## config.mk

```make
export PLATFORM = sky130hd
export DESIGN_NAME = host_uart_decode
export DESIGN_NICKNAME = d
export VERILOG_FILES = /design/src/rtl/hud_pkg.sv /design/src/rtl/hud_base_table.sv /design/src/rtl/hud_addr_match.sv /design/src/rtl/hud_cycle_qual.sv /design/src/rtl/host_uart_decode.sv
export SDC_FILE = /design/constraint.sdc
export NUM_CORES = 1
export LEC_CHECK = 0
export BUFFER_PORTS_ARGS = -buffer_cell sky130_fd_sc_hd__buf_2
export CORE_AREA = 3 3 40 42
export CTS_CLUSTER_SIZE = 20
export DETAILED_ROUTE_END_ITERATION = 8
export DIE_AREA = 0 0 43 45
export SLEW_MARGIN = 20
export SYNTH_ARGS = -nofsm -noshare
export SYNTH_HDL_FRONTEND = slang
export SYNTH_SLANG_ARGS = --single-unit
```

## constraint.sdc

```tcl
create_clock -name clk_i -period 1.2 [get_ports clk_i]
set_clock_uncertainty 0.2 [all_clocks]
set_input_delay 0.12 -clock clk_i [delete_from_list [all_inputs] [get_ports clk_i]]
set_output_delay 0.12 -clock clk_i [all_outputs]
set_load 0.05 [all_outputs]
```

## src/rtl/hud_pkg.sv

```systemverilog
package hud_pkg;
  localparam int unsigned ADDR_W   = 10;
  localparam int unsigned IDX_W    = 3;
  localparam int unsigned PORT_CNT = 4;
  localparam int unsigned SEL_W    = $clog2(PORT_CNT);

  typedef enum logic {
    DEC_STROBE = 1'b0,
    DEC_ADDR   = 1'b1
  } dec_mode_e;
endpackage

```

## src/rtl/hud_base_table.sv

```systemverilog
module hud_base_table #(
  parameter int unsigned          ADDR_W     = hud_pkg::ADDR_W,
  parameter int unsigned          PORT_CNT   = hud_pkg::PORT_CNT,
  parameter int unsigned          SEL_W      = hud_pkg::SEL_W,
  parameter logic [ADDR_W-1:0]    BASE_FLOOR = 10'h2E8,
  parameter int unsigned          HI_BIT     = 8,
  parameter int unsigned          LO_BIT     = 4
) (
  output logic [PORT_CNT-1:0][ADDR_W-1:0] base_o
);
  localparam logic [ADDR_W-1:0] ONE_V  = {{(ADDR_W-1){1'b0}}, 1'b1};
  localparam logic [ADDR_W-1:0] HI_ONE = ONE_V << HI_BIT;
  localparam logic [ADDR_W-1:0] LO_ONE = ONE_V << LO_BIT;

  // a clear select bit lifts the matching base bit
  for (genvar i = 0; i < PORT_CNT; i++) begin : g_base
    localparam logic [SEL_W-1:0] SEL_V = SEL_W'(i);
    assign base_o[i] = BASE_FLOOR
                     | (SEL_V[SEL_W-1] ? '0 : HI_ONE)
                     | (SEL_V[0]       ? '0 : LO_ONE);
  end
endmodule

```

## src/rtl/hud_addr_match.sv

```systemverilog
module hud_addr_match #(
  parameter int unsigned ADDR_W   = hud_pkg::ADDR_W,
  parameter int unsigned IDX_W    = hud_pkg::IDX_W,
  parameter int unsigned PORT_CNT = hud_pkg::PORT_CNT,
  parameter int unsigned SEL_W    = hud_pkg::SEL_W
) (
  input  logic [ADDR_W-1:0]               addr_i,
  input  logic [SEL_W-1:0]                sel_i,
  input  logic [PORT_CNT-1:0][ADDR_W-1:0] base_i,
  output logic                            hit_o
);
  localparam int unsigned CMP_W = ADDR_W - IDX_W;

  logic [CMP_W-1:0] want;
  logic [CMP_W-1:0] have;

  assign want  = base_i[sel_i][ADDR_W-1:IDX_W];
  assign have  = addr_i[ADDR_W-1:IDX_W];
  assign hit_o = (want == have);
endmodule

```

## src/rtl/hud_cycle_qual.sv

```systemverilog
module hud_cycle_qual (
  input  logic              card_en_a_ni,
  input  logic              card_en_b_ni,
  input  logic              reg_space_ni,
  input  logic              io_en_i,
  input  hud_pkg::dec_mode_e mode_i,
  input  logic              addr_hit_i,
  output logic              sel_o
);
  logic card_act;

  assign card_act = ~card_en_a_ni | ~card_en_b_ni;

  always_comb begin
    sel_o = 1'b0;
    if (io_en_i && card_act) begin
      unique case (mode_i)
        hud_pkg::DEC_ADDR:   sel_o = addr_hit_i;
        hud_pkg::DEC_STROBE: sel_o = ~reg_space_ni;
        default:             sel_o = 1'b0;
      endcase
    end
  end
endmodule

```

## src/rtl/host_uart_decode.sv

```systemverilog
module host_uart_decode #(
  parameter int unsigned ADDR_W   = hud_pkg::ADDR_W,
  parameter int unsigned IDX_W    = hud_pkg::IDX_W,
  parameter int unsigned PORT_CNT = hud_pkg::PORT_CNT,
  parameter int unsigned SEL_W    = hud_pkg::SEL_W
) (
  input  logic              clk_i,
  input  logic              rst_ni,
  input  logic [ADDR_W-1:0] host_addr_i,
  input  logic              card_en_a_ni,
  input  logic              card_en_b_ni,
  input  logic              reg_space_ni,
  input  logic              io_en_i,
  input  logic              addr_mode_i,
  input  logic [SEL_W-1:0]  port_sel_i,
  output logic              uart_sel_o,
  output logic [IDX_W-1:0]  reg_idx_o
);
  logic [PORT_CNT-1:0][ADDR_W-1:0] base_tab;
  logic                            addr_hit;
  logic                            sel_d;
  hud_pkg::dec_mode_e              mode;

  assign mode = addr_mode_i ? hud_pkg::DEC_ADDR : hud_pkg::DEC_STROBE;

  hud_base_table #(
    .ADDR_W  (ADDR_W),
    .PORT_CNT(PORT_CNT),
    .SEL_W   (SEL_W)
  ) u_tab (
    .base_o(base_tab)
  );

  hud_addr_match #(
    .ADDR_W  (ADDR_W),
    .IDX_W   (IDX_W),
    .PORT_CNT(PORT_CNT),
    .SEL_W   (SEL_W)
  ) u_match (
    .addr_i(host_addr_i),
    .sel_i (port_sel_i),
    .base_i(base_tab),
    .hit_o (addr_hit)
  );

  hud_cycle_qual u_qual (
    .card_en_a_ni(card_en_a_ni),
    .card_en_b_ni(card_en_b_ni),
    .reg_space_ni(reg_space_ni),
    .io_en_i     (io_en_i),
    .mode_i      (mode),
    .addr_hit_i  (addr_hit),
    .sel_o       (sel_d)
  );

  always_ff @(posedge clk_i or negedge rst_ni) begin
    if (!rst_ni) begin
      uart_sel_o <= 1'b0;
      reg_idx_o  <= '0;
    end else begin
      uart_sel_o <= sel_d;
      reg_idx_o  <= host_addr_i[IDX_W-1:0];
    end
  end
endmodule

```

* After elaboration in Yosys (flattened, before gate mapping)
Cells that the tools add are included.
** Operators by class
- Order comparisons :: 1
- Equal/unequal tests :: 1
- Mux-type cells :: 5
- Bitwise logic cells :: 5
- Reduce and logical (&&, ||, !) cells :: 1
** Operators with widths (number)
- 10-bit binary-select mux with 2-bit select :: 1
- 10-bit two-way mux :: 1
- 7-bit equality test :: 1
- 1-bit inverter :: 4
- 2-bit by 3-bit < comparator with 1-bit output (second input constant) :: 1
- 1-bit two-way mux :: 2
- 1-bit one-hot mux with 2 select lines :: 1
- 1-bit logical AND :: 1
- 1-bit OR :: 1
** Storage, ports and cells
- Bits in registers :: 4
- Input bits :: 19
- Output and inout bits :: 4
- Logic and storage cells :: 15

* Depth between registers and ports, before layout
- Word-level depth :: 5
- Mapped depth :: 3
- Mapped depth without buffers :: 3

* Cells and area by module
Synthesis repeated with hierarchy kept, for this count alone.
** Second synthesis, totals
- Cells, all modules :: 68
- Area total of the unflattened synthesis :: 711.9 µm²
** Modules (own cells, without submodules)
- hud_base_table :: times used 1, cells each 42, area each 307.8 µm², sequential area each 0.0 µm²
- hud_addr_match :: times used 1, cells each 18, area each 275.3 µm², sequential area each 0.0 µm²
- host_uart_decode :: times used 1, cells each 4, area each 100.1 µm², sequential area each 100.1 µm²
- hud_cycle_qual :: times used 1, cells each 4, area each 28.8 µm², sequential area each 0.0 µm²

* Worst setup path before layout
Ideal clock, no wire load.
- Path type :: reg-to-output
- From :: reg reg_idx_o[0]
- To :: out reg_idx_o[0]
- Arrival :: 0.586 ns
- Required time :: 0.880 ns
- Path slack :: 0.294 ns
- Cell stages (with the launch flop) :: 1
- Path buffers :: 0
- Path through :: dfrtp_1
** RTL lines
- from (decl) :: RTL line host_uart_decode.sv:17 : output logic [IDX_W-1:0] reg_idx_o
- from (signal assigned) :: RTL line host_uart_decode.sv:62 : reg_idx_o <= host_addr_i[IDX_W-1:0];
No word-level cell between the ends.

* Final worst setup path
- From :: reg reg_idx_o[2]
- To :: out reg_idx_o[2]
No word-level cell between the ends.

==> flow_metrics.py <==
metrics = {
    "worst_setup_path": {
        "cp.arrival_ps": 800,
        "required_ps": 880,
        "end_kind": "primary output",
        "critPathSlowestCell": "dfrtp_1",
        "cp_num_buf_inv": 1,
        "critPathLaunchType": "flip-flop",
        "slowest_delay_ps": 320,
        "crit_family": "flip-flops",
        "criticalPathCategory": "reg2out",
        "critPathMaxFanout": 1,
        "worstPathCellList": "buf_2",
    },
    "sta": {
        "max_freq_ghz": 0.8915,
        "finalCriticalPeriod_ps": 1122,
        "holdWs_ps": 42.43,
        "setup_viol": 0,
        "rsz0062_at_grt": "false",
        "hold_viol_final": 0,
        "slew_headroom_pct": 84.40,
        "tns_ps": 0,
        "fin_crit_sh_pct": 93.48,
        "drv_slew": 0,
        "worst_pin_slew_ps": 231.9,
    },
    "route": {
        "wl_met3_um": 100,
        "vias": 215,
        "route.top_layer_used": "met3",
        "routed-wl-met2_um": 190,
        "drtIter0Drc": 0,
        "drtPass1Iterations": 1,
        "ant_nets": 0,
        "wire_per_inst_um": 10.29,
        "drcViolationCount": 0,
        "met1_length_um": 316,
        "wirelength_um": 607,
        "via_per_inst": 3.644,
    },
    "placement": {
        "numPortBuffers": 22,
        "gp_congestion": 0.6915,
        "place_area_um2": 280.3,
    },
    "grt": {
        "grt_overflow": 0,
        "grt_usage_pct": 8.033,
        "grt_first_pass_wirelength_mm": 1.021,
        "grt_start_max_net_pins": 5,
        "grt_pass1_vias": 258,
        "grt_antenna_before_repair": 0,
    },
    "power": {
        "p_switching_uw": 93.69,
        "leakage_nw": 0.2043,
        "clkPwrFrac_pct": 40.4,
        "peakVddDrop_uv": 314.1,
        "p_int_uw": 299.8,
        "pwr-share-seq_pct": 36.5,
        "p_per_area_mw_per_mm2": 1055,
        "pwr-share-comb_pct": 23.1,
        "switching_share_pct": 23.81,
    },
    "synthesis": {
        "syn-num-nets": 31,
        "netlist_instances": 12,
        "avgSynthCellArea_um2": 12.62,
        "ys_types": 7,
        "ys_warn_count": 0,
        "yosys_register_bits": 4,
        "syn-cell-area_um2": 151.4,
        "seq_area_frac_synth_pct": 66.12,
    },
    "layout": {
        "layout-drive-gt1-share_pct": 56.82,
        "post-route-cell-area_um2": 372.9,
        "layout_common_cells": "buf_2, dlygate4sd3_1, dfrtp_1",
        "final_common_cell": "buf_2",
        "nets": 65,
        "num_antenna_cells": 0,
        "fillers": 148,
        "syn_to_final_growth_pct": 146.3,
    },
    "clocking": {
        "postCtsSetupRepairBufs": 0,
        "cts_resized": 0,
        "clock-sinks": 4,
        "cts-buffers-inserted": 3,
        "path_clk_slew_ps": 40,
        "cts_tree": "built",
        "clock-root-buffer": "clkbuf_4",
        "clockBufferDepth": 2,
        "cts_htree_levels": 1,
    },
    "floorplanning": {
        "dieWidth_um": 43,
        "core_area_mm2": 0.001285,
        "die_area_mm2": 0.001935,
        "ioPinCount": 23,
        "initial_core_util_pct": 11.78,
        "num_rows": 13,
        "die_height_um": 45,
    },
    "job": {
        "drv_cap": 0,
    },
    "status": {
        "outcome": "completed",
    },
    "hold_path": {
        "hold_path_class": "in2async",
    },
}
per-layer routing:
metal  up-vias  global-route usage, %
li1        107                      -
met1        85                  10.02
met2        23                  9.880
met3         0                  5.179
met4         0                  5.422
met5         -                      0
synthesized netlist by cell type, drive strengths merged:
library cell	instances	share of area (%)
dfrtp	4	66
nand2	2	5.0
nand4	1	4.1
nor2	1	2.5
nor4	1	4.1
o211a	1	6.6
xnor2	2	12
registers in the layout (all words and copies together), names as in the netlist:
signal / cells
reg_idx_o: 3
uart_sel_o: 1
final cells by class:
| class | count | area, um2 | area share [%] |
|---|---|---|---|
| Timing Repair Buffer | 29 | 180.2 | 48.32 |
| Sequential cell | 4 | 100.1 | 26.85 |
| Multi-Input combinational cell | 8 | 51.30 | 13.76 |
| Clock buffer | 3 | 22.52 | 6.040 |
| Tap cell | 15 | 18.77 | 5.034 |
path summary, 6_finish.rpt:
check	startpoint	to	cells past startpoint
min in group clk_i	addr_mode_i	uart_sel_o$_DFF_PN0_	3
max in group asynchronous	rst_ni	reg_idx_o[2]$_DFF_PN0_	2
worst max-delay path	reg_idx_o[2]$_DFF_PN0_	reg_idx_o[2]	1
worst min-delay path	rst_ni	reg_idx_o[0]$_DFF_PN0_	2
logic make-up (layout without fill, tap and decap cells):
| family | after synthesis | in the layout | share of synthesized area [%] |
|---|---|---|---|
| and+or+nand+nor | 5 | 5 | 15.71 |
| AOI/OAI and AO/OA | 1 | 1 | 6.612 |
| buffers and inverters | 0 | 32 | 0 |
| DFF | 4 | 4 | 66.12 |
| xor gates and xnor gates | 2 | 2 | 11.57 |
timing repair:
action,in CTS,in global routing
endpoints found under the hold margin,8,0
hold buffers,7,0
setup endpoints to repair,0,0
power by group through the flow:
stage | clock (mW) | sequential (mW) | combinational, mW
global route | 0.176 | 0.144 | 0.0992
finish | 0.159 | 0.144 | 0.0910
global placement | 0 | 0.145 | 0.0734
floorplan | 0 | 0.169 | 0.00993
CTS | 0.170 | 0.144 | 0.0912
detailed placement | 0 | 0.145 | 0.0733
through the flow:
step                      power [mW]  utilization (%)  worst slack (ps)  std cells
after floorplan               0.1785                -             294.1         12
after global placement        0.2185            21.81             189.6         49
after detailed placement      0.2187            21.81             173.2         49
after CTS                     0.4047            29.02             62.07         59
after global routing          0.4198            29.02             41.60         59
final                         0.3935            29.02             78.27         59
No activity file was read; power rests on OpenSTA's default activity.
